<file path="src/rtl/dbgen_pkg.sv">
// Shared types for the dead-band generator.
// Polarity codes select how each output pin treats its guarded signal.
package dbgen_pkg;

    typedef enum logic [1:0] {
        POL_FORCE_LOW  = 2'b00,
        POL_INVERT     = 2'b01,
        POL_PASS       = 2'b10,
        POL_FORCE_HIGH = 2'b11
    } pol_code_e;

    // Apply one polarity code to a guarded signal.
    function automatic logic apply_pol(input logic [1:0] code, input logic din);
        logic r;
        case (pol_code_e'(code))
            POL_FORCE_LOW:  r = 1'b0;
            POL_INVERT:     r = ~din;
            POL_PASS:       r = din;
            default:        r = 1'b1;
        endcase
        return r;
    endfunction

endpackage

</file>
<file path="src/rtl/dbgen_prescaler.sv">
// Free-running prescaler for the dead-band counters.
// It emits a one-cycle tick every 2^exp_sel clocks: the tick is high when the
// low exp_sel bits of the counter are all ones.
// Assumes exp_sel is at most 2^PSC_W - 1, which the field width guarantees.
module dbgen_prescaler #(
    parameter int PSC_W = 3
) (
    input  logic             clk,
    input  logic             rst_n,
    input  logic [PSC_W-1:0] exp_sel,
    output logic             tick
);
    localparam int PC_W = (1 << PSC_W) - 1;

    logic [PC_W-1:0] pc_q;
    logic [PC_W-1:0] mask;

    // Count every clock; wraps naturally.
    always_ff @(posedge clk) begin
        if (!rst_n) pc_q <= '0;
        else        pc_q <= pc_q + 1'b1;
    end

    // Select the low exp_sel bits and fire when they are all ones.
    always_comb begin
        mask = {PC_W{1'b1}} >> (PC_W - int'(exp_sel));
        tick = ((pc_q & mask) == mask);
    end

    // the counter advances by exactly one per clock.
    p_pc_step_r8: assert property (@(posedge clk) disable iff (!rst_n)
        (pc_q != {PC_W{1'b1}}) |=> (pc_q == $past(pc_q) + 1'b1));

endmodule

</file>
<file path="src/rtl/dbgen_channel.sv">
// One dead-band channel: turns a raw input into a guarded complementary pair.
// Every raw edge restarts the channel counter. The side that is switching off
// drops on the next clock. The side that is switching on waits until the
// counter, which advances on prescaler ticks, reaches the shared guard value.
// Assumes cmp may change at any time; the counter saturates at cmp.
module dbgen_channel #(
    parameter int CNT_W = 8
) (
    input  logic             clk,
    input  logic             rst_n,
    input  logic             tick,
    input  logic             en,
    input  logic [CNT_W-1:0] cmp,
    input  logic             raw,
    output logic             hi,
    output logic             lo
);
    logic             raw_d;
    logic             flip;
    logic             ready;
    logic [CNT_W-1:0] cnt_q;
    logic [CNT_W-1:0] cnt_n;

    // Next counter value and the guarded pair for the next clock.
    always_comb begin
        flip = raw ^ raw_d;
        if (flip)
            cnt_n = '0;
        else if (tick && (cnt_q < cmp))
            cnt_n = cnt_q + 1'b1;
        else
            cnt_n = cnt_q;
        ready = !en || (cnt_n >= cmp);
    end

    // Register the input history, the counter and the pair.
    always_ff @(posedge clk) begin
        if (!rst_n) begin
            raw_d <= 1'b0;
            cnt_q <= '0;
            hi    <= 1'b0;
            lo    <= 1'b0;
        end else begin
            raw_d <= raw;
            cnt_q <= cnt_n;
            hi    <= raw & ready;
            lo    <= ~raw & ready;
        end
    end

    // the two sides of a leg never overlap.
    p_no_overlap_r3: assert property (@(posedge clk) disable iff (!rst_n)
        !(hi && lo));

    // with a nonzero guard, the clock after an edge shows both sides low.
    p_blank_on_edge_r4: assert property (@(posedge clk) disable iff (!rst_n)
        (flip && en && (cmp != '0)) |=> (!hi && !lo));

    // a disabled channel is a plain complementary pair.
    p_bypass_r6: assert property (@(posedge clk) disable iff (!rst_n)
        !en |=> ((hi == $past(raw)) && (lo == !$past(raw))));

endmodule

</file>
<file path="src/rtl/dbgen_polarity.sv">
// Final output stage for one pin: applies the active 2-bit polarity code
// to the guarded signal. Purely combinational; the code is held by the top.
module dbgen_polarity
    import dbgen_pkg::*;
(
    input  logic [1:0] code,
    input  logic       din,
    output logic       dout
);
    // Map the code onto the pin level.
    always_comb dout = apply_pol(code, din);

    // forced codes ignore the guarded signal.
    always_comb begin
        if (code == POL_FORCE_HIGH) p_force_high_r9: assert (dout == 1'b1);
    end

endmodule

</file>
<file path="src/rtl/deadband_gen.sv">
// Dead-band generator top: register write port, shared guard settings,
// one prescaler, NCH guarded channels and a double-buffered polarity stage.
// Config word layout: guard value, then exponent, then channel enables.
// Polarity word: two bits per output, output k at bits [2k+1:2k].
// Assumes wr_en and reload are single-clock strobes in the clk domain.
module deadband_gen #(
    parameter  int NCH   = 3,
    parameter  int CNT_W = 8,
    parameter  int PSC_W = 3,
    localparam int NOUT  = 2 * NCH,
    localparam int POL_W = 2 * NOUT,
    localparam int CFG_USED = CNT_W + PSC_W + NCH,
    localparam int CFG_W = (CFG_USED > POL_W) ? CFG_USED : POL_W
) (
    input  logic             clk,
    input  logic             rst_n,
    input  logic [NCH-1:0]   raw_in,
    input  logic             wr_en,
    input  logic             wr_sel,
    input  logic [CFG_W-1:0] wr_data,
    input  logic             reload,
    output logic [NOUT-1:0]  pwm_out
);
    localparam int EXP_LSB = CNT_W;
    localparam int EN_LSB  = CNT_W + PSC_W;

    logic [CNT_W-1:0] cmp_q;
    logic [PSC_W-1:0] exp_q;
    logic [NCH-1:0]   en_q;
    logic [POL_W-1:0] shadow_q;
    logic [POL_W-1:0] act_q;
    logic             tick;
    logic [NCH-1:0]   hi;
    logic [NCH-1:0]   lo;
    logic [NOUT-1:0]  guarded;

    // Configuration word: guard value, prescale exponent, channel enables.
    always_ff @(posedge clk) begin
        if (!rst_n) begin
            cmp_q <= '0;
            exp_q <= '0;
            en_q  <= '0;
        end else if (wr_en && !wr_sel) begin
            cmp_q <= wr_data[CNT_W-1:0];
            exp_q <= wr_data[EXP_LSB +: PSC_W];
            en_q  <= wr_data[EN_LSB +: NCH];
        end
    end

    // Polarity double buffer: writes land in the shadow, reload moves it.
    always_ff @(posedge clk) begin
        if (!rst_n) begin
            shadow_q <= '0;
            act_q    <= '0;
        end else begin
            if (wr_en && wr_sel) shadow_q <= wr_data[POL_W-1:0];
            if (reload)          act_q    <= shadow_q;
        end
    end

    dbgen_prescaler #(.PSC_W(PSC_W)) u_psc (
        .clk     (clk),
        .rst_n   (rst_n),
        .exp_sel (exp_q),
        .tick    (tick)
    );

    for (genvar g = 0; g < NCH; g++) begin : g_ch
        dbgen_channel #(.CNT_W(CNT_W)) u_ch (
            .clk   (clk),
            .rst_n (rst_n),
            .tick  (tick),
            .en    (en_q[g]),
            .cmp   (cmp_q),
            .raw   (raw_in[g]),
            .hi    (hi[g]),
            .lo    (lo[g])
        );
        assign guarded[2*g]   = hi[g];
        assign guarded[2*g+1] = lo[g];
    end

    for (genvar k = 0; k < NOUT; k++) begin : g_pol
        dbgen_polarity u_pol (
            .code (act_q[2*k +: 2]),
            .din  (guarded[k]),
            .dout (pwm_out[k])
        );
    end

    // reload moves the old shadow into the active word.
    p_reload_copy_r10: assert property (@(posedge clk) disable iff (!rst_n)
        reload |=> (act_q == $past(shadow_q)));

    // without reload the active word holds.
    p_active_hold_r10: assert property (@(posedge clk) disable iff (!rst_n)
        !reload |=> $stable(act_q));

endmodule

</file>
<file path="config.mk">
export PLATFORM = sky130hd
export DESIGN_NAME = deadband_gen
export DESIGN_NICKNAME = d
export VERILOG_FILES = /design/src/rtl/dbgen_pkg.sv /design/src/rtl/dbgen_prescaler.sv /design/src/rtl/dbgen_channel.sv /design/src/rtl/dbgen_polarity.sv /design/src/rtl/deadband_gen.sv
export SDC_FILE = /design/constraint.sdc
export NUM_CORES = 1
export LEC_CHECK = 0
export ABC_CLOCK_PERIOD_IN_PS = 3250
export BUFFER_PORTS_ARGS = -buffer_cell sky130_fd_sc_hd__buf_4
export CAP_MARGIN = 20
export CORE_MARGIN = 2
export CORE_UTILIZATION = 57
export CTS_BUF_LIST = sky130_fd_sc_hd__clkbuf_4 sky130_fd_sc_hd__clkbuf_8
export DETAILED_ROUTE_END_ITERATION = 10
export GPL_TIMING_DRIVEN = 0
export PLACE_DENSITY = 0.79
export SYNTH_ARGS = -nofsm -noshare
export SYNTH_HDL_FRONTEND = slang
export SYNTH_SLANG_ARGS = --single-unit
</file>
<file path="constraint.sdc">
create_clock -name clk -period 3.25 [get_ports clk]
set_clock_uncertainty 0.2 [all_clocks]
set_input_delay 0.1625 -clock clk [delete_from_list [all_inputs] [get_ports clk]]
set_output_delay 0.1625 -clock clk [all_outputs]
set_load 0.05 [all_outputs]
</file>
==> results of run 1 <==
-- state kept, by name (all words and copies together) (netlist names) --
signal / flops
shadow_q: 12
exp_q: 3
cmp_q: 8
g_ch.u_ch.raw_d: 3
g_ch.u_ch.lo: 3
en_q: 3
act_q: 12
g_ch.u_ch.hi: 3
g_ch.u_ch.cnt_q: 24
u_psc.pc_q: 7
-- stage by stage --
step | power (W) | TNS (ps)
2_1_floorplan | 0.00123 | 0
3_3_place_gp | 0.00131 | -2000
3_5_place_dp | 0.00132 | -2600
4_1_cts | 0.00209 | 0
5_1_grt | 0.00225 | -505
6_report | 0.00216 | -84.6
-- final cells by class --
type | instances | area [um^2]
multi-input combinational | 393 | 2860
sequential | 78 | 1580
inverter | 9 | 48.8
tap | 99 | 124
clock buffer | 10 | 131
fill | 488 | 1760
buffer | 19 | 101
timing repair buffer | 64 | 548
clock inverter | 5 | 61.3
-- repair_timing --
action	4_1_cts	5_1_grt
hold buffers	22	0
pin swaps	10	24
gates resized for setup	34	63
setup endpoints to repair	6	6
cloned	0	0
buffers inserted	9	6
hold endpoints to repair	37	0
-- path summary, 6_finish.rpt --
kind,from,to,depth (start not counted)
worst min-delay path,shadow_q[8]$_SDFFE_PN0P_,shadow_q[8]$_SDFFE_PN0P_,2
worst max register to register,cmp_q[5]$_SDFFE_PN0P_,g_ch[1].u_ch.hi$_SDFF_PN0_,15
worst min register to register,shadow_q[8]$_SDFFE_PN0P_,shadow_q[8]$_SDFFE_PN0P_,2
worst max-delay path,cmp_q[5]$_SDFFE_PN0P_,g_ch[1].u_ch.hi$_SDFF_PN0_,15
-- worst register-to-register path, stage by stage, from the launching register on --
cell	delay, ps
dfxtp_2	350
inv_4	80
ha_1	330
a21oi_1	210
o21ai_1	100
a21oi_2	190
buf_4	170
nand4_1	150
xor2_2	240
nor2_1	70
ha_1	340
a21o_1	180
a21oi_2	150
o21ai_1	100
a31oi_2	240
nor2b_1	90
-- cells in the mapped netlist, types with 2 or more instances --
master     n  area, um^2
mux2_2     6        67.6
nand3_1   17        85.1
a21o_1     6        45.0
a211oi_1   3        22.5
nand3b_1   3        22.5
mux2i_1   15         150
a31oi_1    3        18.8
buf_1      5        18.8
nor2_1    59         221
clkbuf_1   8        30.0
nor3b_1    2        15.0
or4_1      2        15.0
a21boi_0   2        15.0
nand2_1   73         274
and3_1     8        50.1
inv_1      9        33.8
o211ai_1   2        15.0
xnor2_1    8        70.1
nand2b_1   6        37.5
ha_1      49         613
o31ai_1    2        15.0
a21oi_1   52         260
and2_1     5        31.3
o21ai_0   14        70.1
buf_4      6        45.0
xor2_1    18         158
nor3_1     6        30.0
dfxtp_1   78        1560
or3_1      4        25.0
nand4_1   12        75.1
nor2b_1   10        62.6
-- logic make-up (layout without fill, tap and decap cells) --
kind of cell               after synthesis  count (layout)  synth area share (%)
DFF                                     78              78                  36.9
muxes                                   21              21                  5.15
buffers and inverters                   28             107                  3.02
xor gates and xnor gates                26              26                  5.38
adders and majority gates               49              49                  14.5
AOI/OAI and AO/OA                       87              87                  12.0
and+or+nand+nor                        210             210                  23.0
-- placed cells by master (no fill, tap or decap), types with 8 or more instances in the layout --
cell type      instances
dfxtp_2                8
nor2_1                57
a21oi_2               14
dfxtp_1               69
buf_4                 47
ha_1                  42
dlygate4sd3_1         22
mux2i_1               15
and3_1                 8
a21oi_1               37
clkbuf_8               9
nand2_1               70
nand3_1               14
nand4_1               12
xor2_1                17
nor2b_1               10
-- where the power goes --
group          leakage (nW)  internal [W]  switching [W]
Combinational          1.52      0.000188       0.000223
Clock                0.0880      0.000360       0.000370
Sequential            0.639      0.000989      0.0000338
-- routing by layer --
metal	global-route usage [%]	wire length, um	up-vias
li1	-	-	1883
met5	0	0	-
met3	5.53	646	52
met2	47.4	6090	174
met1	33.5	4710	1870
met4	10.5	429	0
==> metrics.md, run 1 <==
| Metric | Value |
|---|---|
| Main synth FF type | dfxtp_1 |
| Number of diodes | 0 |
| Number of global-route vias before repair | 3762 |
| Peak VDD IR | 236 uV |
| Setup ws final | -45.9 ps |
| Crit-path max cell delay | 350 ps |
| Die span in y | 90.1 um |
| Die width | 90.1 um |
| Finished Core Util | 75.6% |
| Placed insts | 625 |
| Initial core utilization | 58.6% |
| Port Buffers | 27 |
| WL final | 11900 um |
| Placed inst area | 4560 um^2 |
| Net Count, Synth | 570 |
| Register-to-register setup slack | -50 ps |
| Placer Congestion | 0.902 |
| Iteration-0 DRC Markers | 330 |
| Proportion of layout cells with a drive suffix above 1 | 24.7% |
| Slew Limit Headroom | 50.7% |
| Hold slack final | 258 ps |
| Clock sinks | 78 |
| Clk_lat worst skew | 360 ps |
| Row Count | 31 |
| Synth Cell Area | 4230 um^2 |
| Yosys warnings | 0 |
| Initial antenna violation count | 0 |
| CP Max Fanout | 6 |
| Boundary pin count | 28 |
| Max-Cap Viols | 0 |
| Critical Path Start Type | flip-flop |
| Hold Fails Final Rpt | 0 |
| GRT overflow | 0 |
| Cell variety after synth | 37 |
| Post-route design area | 5450 um^2 |
| H-Tree Depth | 3 |
| Hold WC Path Type | reg -> reg |
| Post-route ant nets | 0 |
| Slew Limit Fails | 0 |
| Die ar. | 8120 um^2 |
| Worst-path clk slew | 80 ps |
| Critical path class | reg -> reg |
| Wire length per cell | 17.5 um |
| Root buffer cell | clkbuf_8 |
| DRT Pass-1 Iters | 8 |
| Register area share after synthesis | 36.9% |
| Power Density | 397 nW/um^2 |
| CP Capture Type | flip-flop |
| Setup WS pre-CTS | -476 ps |
| Worst-Margin Slew | 740 ps |
| Max clock buf depth | 2 |
| Via density | 5.88 |
| Slowest stage cell, crit path | dfxtp_2 |
| Area Overhead vs Synth | 28.9% |
| WP buf/inv | 2 |
| EDFF count, synth | 0 |
| Status | complete, but fails checks |
| #FFs+latches synth | 78 |
| Detail Placement HPWL | 7140 um |
| Lkg Pwr | 2.25 nW |
| Final worst path period share | 101% |
| Fin crit period | 3300 ps |
| Crit path DAT | 3350 ps |
| First-pass GRT wire length | 17900 um |
| Gate Count Post-Synth | 499 |
| Via count | 3979 |
| Drt drc | 0 |
| CP delay by family, top | compound AO/OA/AOI/OAI gates |
| Num CTS Buffers | 9 |
| Largest net degree at the start of global routing | 14 |
| Final setup vio count | 2 |
| Failing checks | negative setup slack |
| CTS tree | done |
| CP required | 3300 ps |
| Layout Cells excl Fill | 677 |
| Total GRT Usage | 27.4% |
| Core area | 7210 um^2 |
| RSZ-0062 raised after global routing | yes |
| Worst-path cell chain | inv_4, ha_1, a21oi_1, o21ai_1, a21oi_2, buf_4, nand4_1, xor2_2, nor2_1, ha_1, a21o_1, a21oi_2, o21ai_1, a31oi_2, nor2b_1 |
| Nets | 645 |
| Syn_area_per_cell | 8.48 um^2 |
| Fmax | 303 MHz |
| Post-synthesis async set-or-reset flop share | 0% |
Power figures use the tool's default switching activity.
==> inputs of run 2 (changes only) <==
- ABC_AREA: default -> 1
- PLACE_DENSITY: 0.79 -> 0.78
==> metrics.md, run 2 <==
| Metric | Value |
|---|---|
| Iteration-0 DRC Markers | 313 |
| Number of diodes | 0 |
| Post-synthesis async set-or-reset flop share | 0% |
| Die ar. | 8960 um^2 |
| Detail Placement HPWL | 8270 um |
| Placer Congestion | 0.885 |
| Boundary pin count | 28 |
| Largest registers | g_ch.u_ch.cnt_q (24), act_q (12), shadow_q (12) |
| Largest reg by FF count | g_ch.u_ch.cnt_q |
| Clk_lat worst skew | 360 ps |
| Drt drc | 0 |
| Initial core utilization | 57.9% |
| GRT overflow | 0 |
| Synth top area share | 33.3% |
| Cell mode on critical path | nand2_1 |
| NetSw | 0.000743 W |
| Synth top cells by count | 148 x nand2_1, 98 x inv_1, 98 x nor2_1, 78 x dfxtp_1, 52 x o21ai_0 |
| Net Count, Synth | 742 |
| Met3 Resource Use GR | 4.47% |
| CP Capture Type | flip-flop |
| Gate Count Post-Synth | 671 |
| Largest family of logic cells by synthesized area | simple AND/OR/NAND/NOR gates |
| Seq pwr share | 45.2% |
| WL final | 12000 um |
| Nets | 805 |
| Yosys warnings | 0 |
| Slowest stage cell, crit path | dfxtp_2 |
| H-Tree Depth | 3 |
| Status | completed |
| Port Buffers | 26 |
| Combinational power share | 21.8% |
| Met1 Use GR | 33.9% |
| Synth Area in Simple Gates | 29.9% |
| Commonest non-fill, non-tap cell in the layout | nand2_1 |
| Top cells by area, synth | dfxtp_1 33%, ha_1 13%, nand2_1 12% |
| Met2 Resource Use GR | 48.2% |
| Syn_area_per_cell | 6.98 um^2 |
| Placed insts | 802 |
| Fin crit period | 3040 ps |
| Synth Cell Area | 4680 um^2 |
| Hold Fails Final Rpt | 0 |
| Crit-path max cell delay | 350 ps |
| CTS tree | done |
| Main synth FF type | dfxtp_1 |
| Post-synthesis mux area share | 0% |
| Max reg flops | 24 |
| First-pass GRT wire length | 19700 um |
| CP required | 3310 ps |
| Number of global-route vias before repair | 4443 |
| Post-Route Setup TNS | 0 ps |
| EDFF count, synth | 0 |
| Register area share after synthesis | 33.3% |
| Slew Limit Headroom | 61.3% |
| Root buffer cell | clkbuf_8 |
| Clock sinks | 78 |
| Most Crowded Layer GR | met2 |
| Hold WC Path Type | in -> reg |
| Die width | 94.6 um |
| Final setup vio count | 0 |
| Area Overhead vs Synth | 19.0% |
| #FFs+latches synth | 78 |
| Largest net degree at the start of global routing | 16 |
| Via count | 4617 |
| CP Max Fanout | 9 |
| Post-Synth Adder-Cell Area | 13.1% |
| Switch share | 32.4% |
| Cell-internal power | 0.00155 W |
| Final worst path period share | 93.5% |
| Clk network pwr share | 33.0% |
| Post-synthesis xor/xnor area fraction | 2.43% |
| Slew Limit Fails | 0 |
| Crit path DAT | 3100 ps |
| DRT Pass-1 Iters | 5 |
| Worst-path cell chain | clkinvlp_4, ha_4, a21oi_1, o21a_1, clkbuf_8, nand3_4, nand2_1, nand2_1, nand2_1, inv_1, ha_1, a21oi_2, nor2_1, a211oi_2, nand4_1, nand2_1, inv_1 |
| Worst-Margin Slew | 580 ps |
| Proportion of layout cells with a drive suffix above 1 | 11.5% |
| Num CTS Buffers | 9 |
| Fillcell total | 696 |
| Total GRT Usage | 27.7% |
| Synth Area in Compound Gates | 10.3% |
| Count leader, synth | nand2_1 |
| Core area | 8090 um^2 |
| Post-route ant nets | 0 |
| Worst-path clk slew | 90 ps |
| Leading area contributor after synthesis | dfxtp_1 |
| Hold slack final | 86.8 ps |
| Die span in y | 94.6 um |
| CP delay by family, top | compound AO/OA/AOI/OAI gates |
| Cell variety after synth | 28 |
| Row Count | 33 |
| Via density | 5.47 |
| Peak VDD IR | 262 uV |
| Commonest non-fill, non-tap cells in the layout | 148 x nand2_1, 98 x nor2_1, 96 x inv_1 |
| Wire length per cell | 14.2 um |
| Initial antenna violation count | 0 |
| WP buf/inv | 4 |
| Lkg Pwr | 2.88 nW |
| Critical Path Start Type | flip-flop |
| Fmax | 329 MHz |
| Max clock buf depth | 2 |
| Layout Cells excl Fill | 844 |
| Max-Cap Viols | 0 |
| Critical path class | reg -> reg |
| Power Density | 412 nW/um^2 |
## run 2: changes by cell type after synthesis, sizes merged, moves of 8 or more
cell,before,now
nand2,74,152
a21oi,52,33
xor2,18,10
clkbuf,8,16
nor2,59,101
nor2b,10,0
inv,9,98
nand4,12,35
mux2i,15,0
o21ai,14,52
and3,8,0
## run 2: power groups by stage
| stage | Sequential [W] | Combinational [W] | Clock (W) |
|---|---|---|---|
| 4_1_cts | 0.00104 | 0.000472 | 0.000766 |
| 3_3_place_gp | 0.00106 | 0.000431 | 0 |
| 3_5_place_dp | 0.00106 | 0.000450 | 0 |
| 5_1_grt | 0.00104 | 0.000556 | 0.000807 |
| 6_report | 0.00104 | 0.000500 | 0.000759 |
| 2_1_floorplan | 0.00105 | 0.000326 | 0 |
## run 2: layer usage
layer  up-vias  wire [um]
li1       2276          -
met1      2167       5080
met2       135       6000
met3        39        560
met4         0        335
met5         -          0
## run 2: cell type report
type                            count  area [um^2]  area share [%]
Buffer                             24          149            2.67
Clock inverter                      7         80.1            1.44
Multi-Input combinational cell    471         2700            48.4
Timing Repair Buffer               52          453            8.13
Inverter                           98          375            6.74
Sequential cell                    78         1560            28.1
Clock buffer                        9          124            2.22
Tap cell                          105          131            2.36
## run 2: path summary, 6_finish.rpt
path,from,depth (start not counted),endpoint,slack (ps)
min reg2reg,act_q[0]$_SDFFE_PN0P_,2,act_q[0]$_SDFFE_PN0P_,260
min,wr_en,4,shadow_q[1]$_SDFFE_PN0P_,90
max reg2reg,cmp_q[7]$_SDFFE_PN0P_,17,g_ch[0].u_ch.hi$_SDFF_PN0_,210
max,cmp_q[7]$_SDFFE_PN0P_,17,g_ch[0].u_ch.hi$_SDFF_PN0_,210
## run 2: cell families after synthesis
family,count (synthesis)
xor+xnor,13
fa+ha+maj,49
buf+inv,122
flops,78
compound gates,93
simple gates,316
## run 2: timing repair
item                                   4_1_cts  5_1_grt
gates resized for setup                      0       21
hold buffers                                20        0
endpoints found under the hold margin       41        0
setup endpoints to repair                    0        6
setup buffers                                0        6
## run 2: stage by stage
step                      util [%]  area, um^2  total power, W  setup WS, ps
after floorplan                  -        4680         0.00137           637
after global placement        61.9        5010         0.00149           158
after detailed placement      61.9        5010         0.00151          69.0
after CTS                     66.9        5410         0.00227          54.3
after global routing          68.9        5570         0.00241         -10.9
final                         68.9        5570         0.00230           212
## run 2: tightest hold or removal path, stage by stage
cell and delay (ps):
buf_4 120, nand2_1 120, o21ai_0 110, nor2_1 90
==> inputs of run 3 (changes only) <==
- CAP_MARGIN: 20 -> 5
- REMOVE_ABC_BUFFERS: default -> 1
==> metrics.md, run 3 (same netlist as run 2, synthesis figures left out) <==
| Metric | Value |
|---|---|
| Post-route design area | 5510 um^2 |
| Proportion of layout cells with a drive suffix above 1 | 12.0% |
| Seq pwr share | 46.3% |
| Port Buffers | 27 |
| Fin crit period | 3120 ps |
| Post-route ant nets | 0 |
| Commonest non-fill, non-tap cells in the layout | 148 x nand2_1, 98 x nor2_1, 96 x inv_1 |
| Worst-Margin Slew | 1110 ps |
| Setup WS pre-CTS | 42.2 ps |
| Boundary pin count | 28 |
| Max reg flops | 24 |
| Placed inst area | 4880 um^2 |
| Met3 Resource Use GR | 5.11% |
| Commonest non-fill, non-tap cell in the layout | nand2_1 |
| Initial antenna violation count | 0 |
| Largest reg by FF count | g_ch.u_ch.cnt_q |
| Lkg Pwr | 2.88 nW |
| CP Capture Type | flip-flop |
| Final setup vio count | 0 |
| Status | completed |
| Via count | 4474 |
| DRT Pass-1 Iters | 5 |
| Hold WC Path Type | in -> reg |
| Layout Cells excl Fill | 837 |
| Clk_lat worst skew | 370 ps |
| Wire length per cell | 13.9 um |
| Via density | 5.35 |
| Cell-internal power | 0.00148 W |
| First-pass GRT wire length | 18100 um |
| CTS tree | done |
| Max clock buf depth | 2 |
| Row Count | 33 |
| Slew Limit Fails | 0 |
| Initial core utilization | 57.9% |
| Num CTS Buffers | 9 |
| Detail Placement HPWL | 7600 um |
| Nets | 798 |
| Drt drc | 0 |
| Hold Fails Final Rpt | 0 |
| Largest net degree at the start of global routing | 47 |
| Number of diodes | 0 |
| Worst-path clk slew | 90 ps |
| Setup ws final | 132 ps |
| Die width | 94.6 um |
| Placed insts | 779 |
| Final worst path period share | 95.9% |
| Worst-path cell chain | clkinvlp_4, buf_4, ha_1, nand2_1, nand2_1, nand2_1, nand2_1, nand2_4, nand3_4, nand2_1, nand2_1, nand2_1, inv_1, ha_1, a21oi_2, nor2_1, a211oi_1, nand4_1, nand2_1, inv_1 |
| Iteration-0 DRC Markers | 247 |
| NetSw | 0.000759 W |
| H-Tree Depth | 3 |
| Switch share | 33.9% |
| Clock sinks | 78 |
| Total GRT Usage | 25.6% |
| Crit-path max cell delay | 370 ps |
| Power Density | 407 nW/um^2 |
| Largest registers | g_ch.u_ch.cnt_q (24), act_q (12), shadow_q (12) |
| Cell mode on critical path | nand2_1 |
| Post-Route Setup TNS | 0 ps |
| Met2 Resource Use GR | 45.9% |
| Critical Path Start Type | flip-flop |
| Area Overhead vs Synth | 17.7% |
| Fmax | 321 MHz |
| Clk network pwr share | 31.6% |
| Peak VDD IR | 226 uV |
| Slew Limit Headroom | 25.8% |
| Number of global-route vias before repair | 4039 |
| Slowest stage cell, crit path | dfxtp_1 |
| Placer Congestion | 0.864 |
| Core area | 8090 um^2 |
| Die span in y | 94.6 um |
| CP Max Fanout | 9 |
| WL final | 11600 um |
| CP required | 3320 ps |
| Crit path DAT | 3190 ps |
| Most Crowded Layer GR | met2 |
| Combinational power share | 22.1% |
| Met1 Use GR | 30.5% |
| Die ar. | 8960 um^2 |
| Critical path class | reg -> reg |
| Root buffer cell | clkbuf_8 |
| Max-Cap Viols | 0 |
| GRT overflow | 0 |
-- run 3: changes by cell type in the layout (fill, tap and decap cells not counted), moves of 3 or more --
cell and delta:
buf_4 +11, buf_6 -3, clkbuf_1 -13, nand2_2 -3, nand2_4 +3, o21a_1 -3
o21a_2 +3
-- run 3: final timing paths --
path	startpoint	to	slack [ps]	cells past startpoint
hold / removal	wr_sel	en_q[0]$_SDFFE_PN0P_	70	4
setup / recovery	cmp_q[1]$_SDFFE_PN0P_	g_ch[0].u_ch.lo$_SDFF_PN0_	130	20
hold reg to reg	act_q[6]$_SDFFE_PN0P_	act_q[6]$_SDFFE_PN0P_	260	2
setup reg to reg	cmp_q[1]$_SDFFE_PN0P_	g_ch[0].u_ch.lo$_SDFF_PN0_	130	20
-- run 3: timing repair --
action	4_1_cts	5_1_grt
endpoints found under the hold margin	43	0
hold buffers	19	0
buffers inserted	0	23
gates resized for setup	0	13
endpoints found under the setup margin	0	6
-- run 3: per-layer routing --
layer / vias up / routed length [um] / part of all wire, %
li1: 2267 / - / -
met1: 2071 / 4840 / 42
met4: 0 / 174 / 1.5
met3: 19 / 518 / 4.5
met2: 117 / 6110 / 52
met5: - / 0 / 0
-- run 3: final cells by class --
cell class                 instances  area, um^2
multi-input combinational        471        2680
fill                             670        2580
sequential                        78        1560
timing repair buffer              69         578
inverter                          98         375
tap                              105         131
clock buffer                       9         124
clock inverter                     7        63.8
-- run 3: power groups by stage --
stage / clock network [W] / logic (W) / registers, W
final: 0.000708 / 0.000494 / 0.00104
after global routing: 0.000758 / 0.000553 / 0.00104
after CTS: 0.000726 / 0.000442 / 0.00104
after detailed placement: 0 / 0.000420 / 0.00106
after global placement: 0 / 0.000403 / 0.00106
after floorplan: 0 / 0.000299 / 0.00105
-- run 3: metrics by stage --
step,hold slack (ps),utilization [%],power [W]
after CTS,48.6,64.9,0.00220
after floorplan,56.0,-,0.00135
after global routing,67.1,68.1,0.00235
after detailed placement,203,60.3,0.00148
after global placement,192,60.3,0.00146
final,67.0,68.1,0.00224
-- run 3: worst max-delay path: cells and delay by family (launching register included) --
family                   cells  cell delay [ps]
AO/OA/AOI/OAI                2              350
AND/OR/NAND/NOR             12             1070
buffers and inverters        4              450
flip-flops                   1              370
adder cells (fa/ha/maj)      2              590
